### src/rtl/pg_pkg.sv
package pg_pkg;
  localparam int SYM_W  = 10;
  localparam int BYTE_W = 8;
  localparam int CODE_W = 3;

  typedef enum logic [CODE_W-1:0] {
    PAT_NONE = 3'd0, PAT_D102 = 3'd1, PAT_SEM = 3'd2,
    PAT_PRBS7 = 3'd3, PAT_CUST80 = 3'd4, PAT_EYE = 3'd5
  } pat_e;

  typedef enum logic [2:0] {ST_IDLE, ST_DIS, ST_RST, ST_CLR, ST_RUN} seq_e;

  localparam logic [SYM_W-1:0]  D102_SYM   = 10'b0101010101;
  localparam logic [79:0]       CUST_WORD  = 80'hF83E_0F83E0F8_3E0F83E0;
  localparam logic [6:0]        PRBS_SEED  = 7'h7F;
  localparam logic [15:0]       SCR_SEED   = 16'hFFFF;
  localparam logic [15:0]       SCR_TAPS   = 16'h0039;
  localparam logic [BYTE_W-1:0] K_EYE      = 8'hBC;
  localparam logic [BYTE_W-1:0] K_SEM      = 8'h1C;

  function automatic logic [CODE_W-1:0] mask_code(input logic [7:0] raw, input logic r12);
    return r12 ? raw[2:0] : {1'b0, raw[1:0]};
  endfunction

  function automatic logic code_ok(input logic [CODE_W-1:0] c);
    return c <= 3'd5;
  endfunction

  // returns {next_state, symbol}
  function automatic logic [16:0] prbs_sym(input logic [6:0] s_in);
    logic [6:0] s;
    logic [SYM_W-1:0] y;
    logic b;
    s = s_in;
    y = '0;
    for (int i = 0; i < SYM_W; i++) begin
      b = s[6] ^ s[5];
      y[i] = b;
      s = {s[5:0], b};
    end
    return {s, y};
  endfunction

  // returns {next_lfsr, scrambled byte}
  function automatic logic [23:0] scr_step(input logic [15:0] l_in, input logic [7:0] d);
    logic [15:0] l;
    logic [7:0] y;
    logic fb;
    l = l_in;
    y = '0;
    for (int i = 0; i < BYTE_W; i++) begin
      fb = l[15];
      y[i] = d[i] ^ fb;
      l = {l[14:0], 1'b0} ^ (fb ? SCR_TAPS : 16'h0000);
    end
    return {l, y};
  endfunction
endpackage

### src/rtl/pg_seq.sv
module pg_seq
  import pg_pkg::*;
(
  input  logic              clk,
  input  logic              rst,
  input  logic              start,
  input  logic [7:0]        sel_raw,
  input  logic              rev12,
  output logic [CODE_W-1:0] active_code,
  output logic              seq_dis,
  output logic              seq_rst,
  output logic              seq_clr,
  output logic              running,
  output logic              sel_err
);
  seq_e st;
  logic [CODE_W-1:0] m_code;
  logic m_ok;

  always_comb begin
    m_code = mask_code(sel_raw, rev12);
    m_ok   = code_ok(m_code);
  end

  always_ff @(posedge clk) begin
    if (rst) begin
      st          <= ST_IDLE;
      active_code <= PAT_NONE;
      sel_err     <= 1'b0;
    end else if (start) begin
      if (m_ok) begin
        st          <= ST_DIS;
        active_code <= m_code;
        sel_err     <= 1'b0;
      end else begin
        st          <= ST_IDLE;
        active_code <= PAT_NONE;
        sel_err     <= 1'b1;
      end
    end else begin
      case (st)
        ST_DIS:  st <= ST_RST;
        ST_RST:  st <= ST_CLR;
        ST_CLR:  st <= ST_RUN;
        default: st <= st;
      endcase
    end
  end

  assign seq_dis = (st == ST_DIS);
  assign seq_rst = (st == ST_RST);
  assign seq_clr = (st == ST_CLR);
  assign running = (st == ST_RUN);
endmodule

### src/rtl/pg_prbs7.sv
module pg_prbs7
  import pg_pkg::*;
(
  input  logic             clk,
  input  logic             rst,
  input  logic             clear,
  input  logic             adv,
  output logic [SYM_W-1:0] sym
);
  logic [6:0]  st;
  logic [16:0] nxt;

  always_comb nxt = prbs_sym(st);
  assign sym = nxt[SYM_W-1:0];

  always_ff @(posedge clk) begin
    if (rst || clear) st <= PRBS_SEED;
    else if (adv)     st <= nxt[16:SYM_W];
  end
endmodule

### src/rtl/pg_cust80.sv
module pg_cust80
  import pg_pkg::*;
(
  input  logic             clk,
  input  logic             rst,
  input  logic             clear,
  input  logic             adv,
  output logic [SYM_W-1:0] sym
);
  localparam int CHUNKS = 80 / SYM_W;
  localparam int IDX_W  = $clog2(CHUNKS);
  logic [IDX_W-1:0] idx;

  assign sym = CUST_WORD[idx*SYM_W +: SYM_W];

  always_ff @(posedge clk) begin
    if (rst || clear) idx <= '0;
    else if (adv)     idx <= (idx == IDX_W'(CHUNKS-1)) ? '0 : idx + 1'b1;
  end
endmodule

### src/rtl/pg_scr.sv
module pg_scr
  import pg_pkg::*;
#(
  parameter int PERIOD = 252
) (
  input  logic              clk,
  input  logic              rst,
  input  logic              clear,
  input  logic              adv,
  input  logic              eye,
  output logic [BYTE_W-1:0] dout,
  output logic              ctrl
);
  localparam int CNT_W = $clog2(PERIOD);
  logic [CNT_W-1:0] cnt;
  logic [15:0]      lfsr;
  logic [23:0]      nxt;

  always_comb nxt = scr_step(lfsr, 8'h00);
  assign ctrl = (cnt == '0);
  assign dout = ctrl ? (eye ? K_EYE : K_SEM) : nxt[7:0];

  always_ff @(posedge clk) begin
    if (rst || clear) begin
      cnt  <= '0;
      lfsr <= SCR_SEED;
    end else if (adv) begin
      cnt  <= (cnt == CNT_W'(PERIOD-1)) ? '0 : cnt + 1'b1;
      lfsr <= ctrl ? SCR_SEED : nxt[23:8];
    end
  end
endmodule

### src/rtl/phy_pattern_gen.sv
module phy_pattern_gen
  import pg_pkg::*;
#(
  parameter int SCR_PERIOD = 252
) (
  input  logic        clk,
  input  logic        rst,
  input  logic [7:0]  sel_raw,
  input  logic        rev12,
  input  logic        start,
  output logic [9:0]  sym,
  output logic        sym_raw,
  output logic [7:0]  scr_byte,
  output logic        scr_ctrl,
  output logic        scr_valid,
  output logic        link_on,
  output logic        sel_err
);
  logic [CODE_W-1:0] active_code;
  logic seq_dis, seq_rst, seq_clr, running;
  logic run_prbs, run_cust, run_d102, run_scr;
  logic [SYM_W-1:0]  prbs_s, cust_s;
  logic [BYTE_W-1:0] scr_d;
  logic              scr_k;

  pg_seq u_seq (
    .clk(clk), .rst(rst), .start(start), .sel_raw(sel_raw), .rev12(rev12),
    .active_code(active_code), .seq_dis(seq_dis), .seq_rst(seq_rst),
    .seq_clr(seq_clr), .running(running), .sel_err(sel_err)
  );

  assign run_d102 = running && (active_code == PAT_D102);
  assign run_prbs = running && (active_code == PAT_PRBS7);
  assign run_cust = running && (active_code == PAT_CUST80);
  assign run_scr  = running && (active_code == PAT_SEM || active_code == PAT_EYE);

  pg_prbs7 u_prbs (
    .clk(clk), .rst(rst), .clear(seq_rst), .adv(run_prbs), .sym(prbs_s)
  );

  pg_cust80 u_cust (
    .clk(clk), .rst(rst), .clear(seq_rst), .adv(run_cust), .sym(cust_s)
  );

  pg_scr #(.PERIOD(SCR_PERIOD)) u_scr (
    .clk(clk), .rst(rst), .clear(seq_rst), .adv(run_scr),
    .eye(active_code == PAT_EYE), .dout(scr_d), .ctrl(scr_k)
  );

  always_comb begin
    sym      = '0;
    sym_raw  = 1'b0;
    if (run_d102) begin
      sym = D102_SYM; sym_raw = 1'b1;
    end else if (run_prbs) begin
      sym = prbs_s;   sym_raw = 1'b1;
    end else if (run_cust) begin
      sym = cust_s;   sym_raw = 1'b1;
    end
  end

  assign scr_valid = run_scr;
  assign scr_byte  = run_scr ? scr_d : '0;
  assign scr_ctrl  = run_scr && scr_k;
  assign link_on   = running;
endmodule

### config.mk
export PLATFORM = sky130hd
export DESIGN_NAME = phy_pattern_gen
export DESIGN_NICKNAME = d
export VERILOG_FILES = /design/src/rtl/pg_pkg.sv /design/src/rtl/pg_seq.sv /design/src/rtl/pg_prbs7.sv /design/src/rtl/pg_cust80.sv /design/src/rtl/pg_scr.sv /design/src/rtl/phy_pattern_gen.sv
export SDC_FILE = /design/constraint.sdc
export NUM_CORES = 1
export LEC_CHECK = 0
export ABC_AREA = 1
export BUFFER_PORTS_ARGS = -buffer_cell sky130_fd_sc_hd__buf_2
export CAP_MARGIN = 20
export CORE_MARGIN = 1.5
export CORE_UTILIZATION = 56
export CTS_CLUSTER_SIZE = 40
export DETAILED_ROUTE_END_ITERATION = 16
export PLACE_DENSITY = 0.79
export SETUP_SLACK_MARGIN = 0.02
export SLEW_MARGIN = 20
export SYNTH_ARGS = -nofsm -noshare
export SYNTH_HDL_FRONTEND = slang
export SYNTH_SLANG_ARGS = --single-unit
### constraint.sdc
create_clock -name clk -period 1.55 [get_ports clk]
set_input_delay 0.2325 -clock clk [delete_from_list [all_inputs] [get_ports clk]]
set_output_delay 0.2325 -clock clk [all_outputs]
set_load 0.005 [all_outputs]
Word level (Yosys, flattened, before mapping)
Index checks and enable logic that the tools add are counted.

operators by class
  add/sub/neg operators = 2
  $mul = 1
  $lt $le $gt $ge = 1
  equality and inequality tests = 11
  shifts and indexed selects = 1
  mux-type cells = 26
  bitwise operators = 18
  reductions and logical operators = 9

operators with widths
  operator                                                     number
  XOR 16 bit                                                   8
  variable part select 80 x 8 -> 10 bit, first input constant  1
  two-way mux 6 bit                                            8
  two-way mux 8 bit                                            4
  two-way mux 10 bit                                           3
  two-way mux 16 bit                                           1
  == test 3 x 2 -> 1 bit, second input constant                4
  == test 3 bit, second input constant                         4
  two-way mux 3 bit                                            4
  XOR 1 bit                                                    10
  case mux 3 bit (3 select lines)                              1
  adder 8 x 1 -> 8 bit, second input constant                  1
  == test 8 bit, second input constant                         1
  zero test 8 bit                                              1
  == test 3 x 1 -> 1 bit, second input constant                2
  multiplier 3 x 3 -> 6 bit, second input constant             1
  logical AND 1 bit                                            5
  two-way mux 1 bit                                            5
  nonzero test 4 bit                                           1
  adder 3 x 1 -> 3 bit, second input constant                  1
  <= comparator 3 bit, second input constant                   1
  logical OR 1 bit                                             2

storage, ports and cells
  bits in registers = 41
  input bits = 12
  output and inout bits = 23
  word-level logic and storage cells = 76

Longest topological paths before layout
Gate-level depths: netlist (run 1).

  depth after elaboration = 17
  gate-level depth with buffers = 9
  gate-level depth less buffers = 8

Cells and area by module
A second synthesis (run 1) with hierarchy kept.

second synthesis, totals
  cell total of the unflattened synthesis = 412
  area total of the unflattened synthesis = 2615.0 sq um

by module, submodules not included
  module           times used  cells each  area an instance (sq um)  seq. area each (sq um)
  pg_scr           1           212         1423.9                    480.5
  pg_prbs7         1           70          437.9                     140.1
  phy_pattern_gen  1           74          362.8                     0.0
  pg_seq           1           44          307.8                     140.1
  pg_cust80        1           12          82.6                      0.0

Least setup slack after synthesis (run 1)
OpenSTA, ideal clock, no wires.

  kind = reg-to-output
  from = register u_scr.cnt[0]
  to = output scr_byte[5]
  arrival time = 1.239 ns
  data required time = 1.317 ns
  slack = 0.079 ns
  stages on the path, launching flop included = 8
  path buffers = 1
  cell sequence = dfxtp_1 inv_1 ha_1 nand4_1 inv_1 clkbuf_1 o21ai_1 nor2_1

between the ends
  cells in the longest elaborated chain, start to end = 3

ends and longest elaborated chain
  what                      RTL line               source
  start: declaration        pg_scr.sv:15           logic [CNT_W-1:0] cnt;
  start signal: assignment  pg_scr.sv:28           cnt <= (cnt == CNT_W'(PERIOD-1)) ? '0 : cnt + 1'b1;
  zero test 8 bit           pg_scr.sv:20           assign ctrl = (cnt == '0);
  two-way mux 8 bit         pg_scr.sv:21           assign dout = ctrl ? (eye ? K_EYE : K_SEM) : nxt[7:0];
  two-way mux 8 bit         phy_pattern_gen.sv:63  assign scr_byte = run_scr ? scr_d : '0;
  end: declaration          phy_pattern_gen.sv:13  output logic [7:0] scr_byte,

No other way between the ends.

Final worst setup path (run 1)
  from = register u_seq.st[1]
  to = output sym[6]

between the ends
  cells in the longest elaborated chain, start to end = 5
  elaborated cells between the ends (all ways) = 7
  classes of those cells = 1 x eq/ne; 3 x mux; 3 x reduce/logical

ends and longest elaborated chain
  what                      RTL line               source
  start: declaration        pg_seq.sv:16           seq_e st;
  start signal: assignment  pg_seq.sv:45           default: st <= st;
  == test 3 bit *           pg_seq.sv:53           assign running = (st == ST_RUN);
  logical AND 1 bit         phy_pattern_gen.sv:34  assign run_cust = running && (active_code == PAT_CUST80);
  two-way mux 10 bit        phy_pattern_gen.sv:57  end else if (run_cust) begin
  two-way mux 10 bit        phy_pattern_gen.sv:55  end else if (run_prbs) begin
  two-way mux 10 bit *      phy_pattern_gen.sv:53  if (run_d102) begin
  end: declaration          phy_pattern_gen.sv:11  output logic [9:0] sym,

Every way passes the cells marked *; elsewhere a longest branch is shown, timed or not.

==> impl_results.md, run 1 <==
- CP max-delay cell: dfxtp_2
- Final non-filler cell area: 2818 µm²
- Syn avg cell area: 6.978 µm²
- Mux contribution to synthesized area: 0%
- Setup CP Type: flop to output pin
- # DRC: 0
- CP Data Arrival Time: 1.54 ns
- PnR worst setup slack: -0.2211 ns
- Synthesized flop and latch total: 38
- Sink Count: 38
- Area post-placement: between 2000 and 2500 µm²
- # IOs: 35
- Power Total: 1.796 mW
- Crit path launch: u_seq.st[1]
- Core ar.: 3661 µm²
- Remaining Overflow, GRT: 0
- Max cap viols: 0
- RSZ-0062 raised after global routing: true
- Antenna violations before repair: 0
- Worst relative slew slack: 65.25%
- Post-synthesis simple-gate area fraction: 30.34%
- Wirelength per Cell: 13.59 µm
- Sequential element share of the synthesized area: 35.74%
- Clock tree from TritonCTS: done
- Largest net degree at the start of global routing: 19
- Post-Synth XOR/XNOR Area: between 10 and 15%
- Post-synth net total: 319
- Hold violation count in the final report: 0
- Synth Flop Type: dfxtp_1
- Crit-path max cell delay: 0.34 ns
- P per Cell Area: 637.5 nW/µm²
- Final ANT Viol Nets: 0
- Final Cycle Share: 114.3%
- Final net count: approximately 380
- Post-DP HPWL: 3533 µm
- Min-delay worst type: primary input to flop
- CP max FO: 8
- Complex-gate fraction of the synthesized area: a little over an eighth
- Area added between synthesis and finish: 32.39%
- Clk_skew: 0.004877 ns
- Cell Chain, Critical Path: inv_2 > nand2_4 > nor2_8 > nand3_4 > nor2_4 > buf_6 > nand3_2 > nand2_1 > buf_2
- Vias in the first global route: 2094
- Input/output buffers: 29
- Setup crit end kind: output pin
- Min-Delay Startpoint: rst
- Clock tree buffer depth: 2
- Iteration-0 DRC count of the detailed router: 175
- Worst slew pin tran: 0.5159 ns
- CP top delay family: simple AND/OR/NAND/NOR gates
- CTS H-tree lvls: 2
- Top cell type's share of synthesized area: 35.74%
- End-of-flow core utilization: 76.97%
- Die X: 64.65 µm
- Fillers: 259
- Initial Util: 58.13%
- Die area: 4180 µm²
- Die H: approximately 65 µm
- F_max: 0.5646 GHz
- Critical Path RT: 1.32 ns
- Post-Synth Adder-Cell Area: ~1.2%
- Most frequent cells in the layout: nand2_1, buf_4, dfxtp_1
- Global-route usage over all layers: 27.48%
- DRT Pass-1 Iters: 4
- Leak Pwr: 1.302 nW
- Clk root buf: clkbuf_8
- Cells after Synth: between 300 and 400
- Layout cells sized above 1: roughly 33%
- Routed via count: around 2200
- First-pass GRT wire length: between 9000 and 10000 µm
- Placer Congestion: about 0.81
- Ant. Diodes: 0
- Worst Setup Start Kind: flop
- Status: finished, violations left
- Slew Viols, Final: 0
- Row count: 22
- DR vias/cell: 5.297
- VDD IR max: 0.5796 mV
- Ys async rst share: 0%
- Setup_tns: -3.104 ns
- Post-synth EDFFs: 0
- Synth area leader: dfxtp_1
- Synth area leaders: dfxtp_1, nand2_1, xnor2_1
- Fin crit period: 1.771 ns
- Clock-pin slew on the worst setup and hold paths: about 0.070 ns
- Worst skew pair latency: 0.29 ns
- Most common cell after layout, fill and taps aside: nand2_1
- Setup violators final: 22
- Combinational family with the most area after synthesis: simple AND/OR/NAND/NOR gates
- Mapped Area: between 2000 and 2500 µm²
- Synth unique cells: 33
- Hold buffers post-CTS: 0
- Final wirelength: about 5700 µm
- R2R Path Start: u_seq.st[1]
- Dpl ws: 0.03724 ns
- Violated checks: negative setup slack
- Buf/Inv on CP: 3
- Num CTS Buffers: 5
- Yosys warns: 0
-- timing repair --
action                     CTS  global route
setup buffers               10             8
pin swaps                    6             5
setup endpoints to repair   21            23
resized for setup           43             8
-- flip-flops by register name, indices dropped and copies added, names as in the netlist --
name,flops
u_scr.lfsr,16
u_scr.cnt,8
u_prbs.st,7
u_seq.st,3
u_seq.active_code,3
u_seq.sel_err,1
-- routing by layer --
layer / global-route usage [%] / wire length, µm
met5: 0 / 0
met4: 9.043 / 130
met3: 5.903 / 261
met2: 49.22 / 2895
met1: 32.54 / 2378
-- power breakdown --
group	total, mW	switching, mW	internal (mW)
Clock	0.649	0.339	0.310
Combinational	0.145	0.0846	0.0603
Sequential	1.00	0.0150	0.987
Total	1.80	0.439	1.36
-- worst paths after layout --
kind	endpoint	slack, ns	cells after the start
min reg2reg	u_scr.lfsr[5]	0.47	2
max reg2reg	u_prbs.st[3]	-0.01	11
min	u_seq.active_code[1]	0.19	2
max	sym[6]	-0.22	9
-- cell type report --
type | instances | area, µm² | share of cell area, %
Timing Repair Buffer | 70 | 484.2 | 17.18
Tap cell | 48 | 60.06 | 2.131
Sequential cell | 38 | 769.5 | 27.31
Multi-Input combinational cell | 221 | 1299 | 46.09
Clock buffer | 7 | 76.32 | 2.709
Inverter | 33 | 128.9 | 4.574
-- cell usage after synthesis (2+ instances only) --
master     n
nand2_1   78
dfxtp_1   38
inv_1     29
nor2_1    28
a21oi_1   25
xnor2_1   19
nand3_1   16
o21ai_0   16
buf_2      7
xor2_1     6
nand4_1    5
clkbuf_1   3
inv_2      3
o21ai_1    3
or2_2      3
buf_4      2
ha_1       2
nand2_2    2
nand3_2    2
nor2_2     2
nor3_1     2
o211ai_1   2
o32ai_1    2
-- through the flow --
step | hold WS (ns) | instances
finish | 0.1851 | 417
global route | 0.2047 | 417
CTS | 0.1839 | 409
detailed placement | 0.4495 | 392
global placement | 0.4457 | 392
floorplan | 0.3504 | 305
-- cell families (layout without fill, tap and decap cells) --
kind of cell,after synthesis,after routing
buffers and inverters,46,110
AND/OR/NAND/NOR,143,143
flip-flops,38,38
XOR/XNOR,25,25
AO/OA/AOI/OAI,51,51
adder cells (fa/ha/maj),2,2
-- worst register-to-register path, stage by stage, from the launching register on --
cell and delay, ns:
dfxtp_2 0.34, inv_2 0.08, nand2_4 0.07, nor2_8 0.12, nand3_4 0.08, nor2_4 0.15
buf_6 0.16, nand3_2 0.08, buf_4 0.13, buf_4 0.12, buf_4 0.12, nand3_1 0.05
Power figures use the tool's default switching activity.
==> run 2: changes to the inputs <==
--- a/config.mk
+++ b/config.mk
@@ -8,11 +8,13 @@
 export ABC_AREA = 1
 export BUFFER_PORTS_ARGS = -buffer_cell sky130_fd_sc_hd__buf_2
 export CAP_MARGIN = 20
+export CELL_PAD_IN_SITES_DETAIL_PLACEMENT = 0
+export CELL_PAD_IN_SITES_GLOBAL_PLACEMENT = 1
 export CORE_MARGIN = 1.5
-export CORE_UTILIZATION = 56
+export CORE_UTILIZATION = 40
 export CTS_CLUSTER_SIZE = 40
 export DETAILED_ROUTE_END_ITERATION = 16
-export PLACE_DENSITY = 0.79
+export PLACE_DENSITY_LB_ADDON = 0.1
 export SETUP_SLACK_MARGIN = 0.02
 export SLEW_MARGIN = 20
 export SYNTH_ARGS = -nofsm -noshare
==> impl_results.md, run 2 (synthesis results as in run 1) <==
- DR vias/cell: roughly 4.8
- Max reg flops: 16
- Clock-pin slew on the worst setup and hold paths: 0.07 ns
- Row count: 26
- Clock tree from TritonCTS: done
- Ant. Diodes: 0
- Remaining Overflow, GRT: 0
- Final net count: 378
- Worst slew pin tran: 0.5128 ns
- Area post-placement: 2454 µm²
- Largest net degree at the start of global routing: 20
- Min-delay worst type: primary input to flop
- Worst relative slew slack: 65.45%
- R2R Path Start: u_scr.cnt[1]
- Crit-path max cell delay: approximately 0.33 ns
- Critical Path RT: 1.32 ns
- CP max-delay cell: dfxtp_2
- F_max: 0.5716 GHz
- Input/output buffers: 29
- Layout cells sized above 1: 33.79%
- CTS H-tree lvls: 2
- Max cap viols: 0
- Die area: 5768 µm²
- Final non-filler cell area: 2820 µm²
- Routed via count: 2070
- Setup CP Type: flop to output pin
- Most common cell after layout, fill and taps aside: nand2_1
- Die H: between 70 and 80 µm
- Dpl ws: 0.02991 ns
- CP Data Arrival Time: 1.52 ns
- P per Cell Area: 632.7 nW/µm²
- Slew Viols, Final: 0
- Fin crit period: 1.749 ns
- Clk_skew: 0.002815 ns
- Setup violators final: 21
- Fillers: 524
- Placer Congestion: 0.7555
- DRT Pass-1 Iters: 4
- Clock tree buffer depth: 2
- Min-Delay Startpoint: rst
- Most frequent cells in the layout: nand2_1, buf_4, dfxtp_1
- Worst Setup Start Kind: flop
- Area added between synthesis and finish: 32.51%
- Largest regs: u_scr.lfsr (16), u_scr.cnt (8), u_prbs.st (7)
- Largest Register: u_scr.lfsr
- Num CTS Buffers: 5
- Reg-to-reg slack, setup: ~0.07 ns
- # IOs: 35
- # DRC: 0
- Global-route usage over all layers: between 10% and 20%
- Wirelength per Cell: ~12 µm
- Core ar.: ~5100 µm²
- Post-DP HPWL: around 3600 µm
- Worst skew pair latency: between 0.2 and 0.3 ns
- RSZ-0062 raised after global routing: true
- Iteration-0 DRC count of the detailed router: 86
- Violated checks: negative setup slack
- Hold Path End: u_seq.active_code[1]
- Final ANT Viol Nets: 0
- CP max FO: 3
- PnR worst setup slack: -0.1994 ns
- Final wirelength: about 5200 µm
- Worst Hold Depth: 2
- Setup crit end kind: output pin
- Status: finished, violations left
- RR Endpoint: u_scr.lfsr[12]
- Final Cycle Share: 112.9%
- Antenna violations before repair: 0
- Die X: 75.95 µm
- Hold violation count in the final report: 0
- Leak Pwr: 1.279 nW
- VDD IR max: 0.4062 mV
- Cell Chain, Critical Path: inv_2 > ha_4 > nand4_1 > a31oi_1 > nor2_1 > buf_2
- Vias in the first global route: about 2000
- R2R depth: 9
- Sink Count: 38
- First-pass GRT wire length: 9128 µm
- Clk root buf: clkbuf_8
- Initial Util: 41.67%
-- run 2: repair_timing --
action                                  in CTS  in global routing
setup buffers                               12                  5
hold buffers                                 0                  0
resized for setup                           41                 26
pin swaps                                    8                  8
endpoints found under the setup margin      21                 26
-- run 2: final cells by class --
| cell class | instances | area, µm² | share of cell area [%] |
|---|---|---|---|
| Timing Repair Buffer | 65 | 434.2 | 15.39 |
| Sequential cell | 38 | 774.5 | 27.46 |
| Multi-Input combinational cell | 221 | 1314 | 46.58 |
| Clock buffer | 7 | 76.32 | 2.706 |
| Tap cell | 70 | 87.58 | 3.106 |
| Inverter | 33 | 133.9 | 4.747 |
-- run 2: power breakdown --
part           total [mW]  switching (mW)  internal (mW)
Combinational       0.129          0.0749         0.0540
Sequential           1.00          0.0155          0.985
Clock               0.654           0.344          0.310
-- run 2: worst max-delay path by stage --
stage | depth (start not counted) | end | startpoint
4_1_cts | 9 | sym[1] | u_seq.st[0]
3_3_place_gp | 6 | sym_raw | u_seq.st[0]
5_1_grt | 7 | scr_byte[7] | u_scr.cnt[0]
3_5_place_dp | 6 | sym_raw | u_seq.st[0]
6_report | 6 | scr_byte[5] | u_scr.cnt[0]
2_1_floorplan | 7 | scr_byte[5] | u_scr.cnt[0]
-- run 2: worst max-delay path: cells and delay by family (launching register included) --
kind	cells	cell delay, ns
AOI/OAI and AO/OA	1	0.30
adders and majority gates	1	0.13
buffers and inverters	2	0.20
DFF	1	0.33
and+or+nand+nor	2	0.27
-- run 2: metrics by stage --
stage	util, %	instances	hold slack (ns)	power [mW]	setup TNS (ns)
6_report	55.22	434	0.1837	1.784	-2.854
5_1_grt	55.22	434	0.1879	1.852	-4.870
4_1_cts	53.72	432	0.1721	1.799	-3.403
3_5_place_dp	48.04	413	0.4539	1.122	0
3_3_place_gp	48.04	413	0.4446	1.122	0
2_1_floorplan	-	305	0.3504	1.078	0
-- run 2: per-layer routing --
metal | part of all wire, % | GRT usage, % | vias to the layer above
li1 | - | - | 1090
met3 | 3.7 | 3.735 | 8
met4 | 1.8 | 6.852 | 0
met5 | 0 | 0 | -
met2 | 48 | 34.32 | 39
met1 | 47 | 23.01 | 933
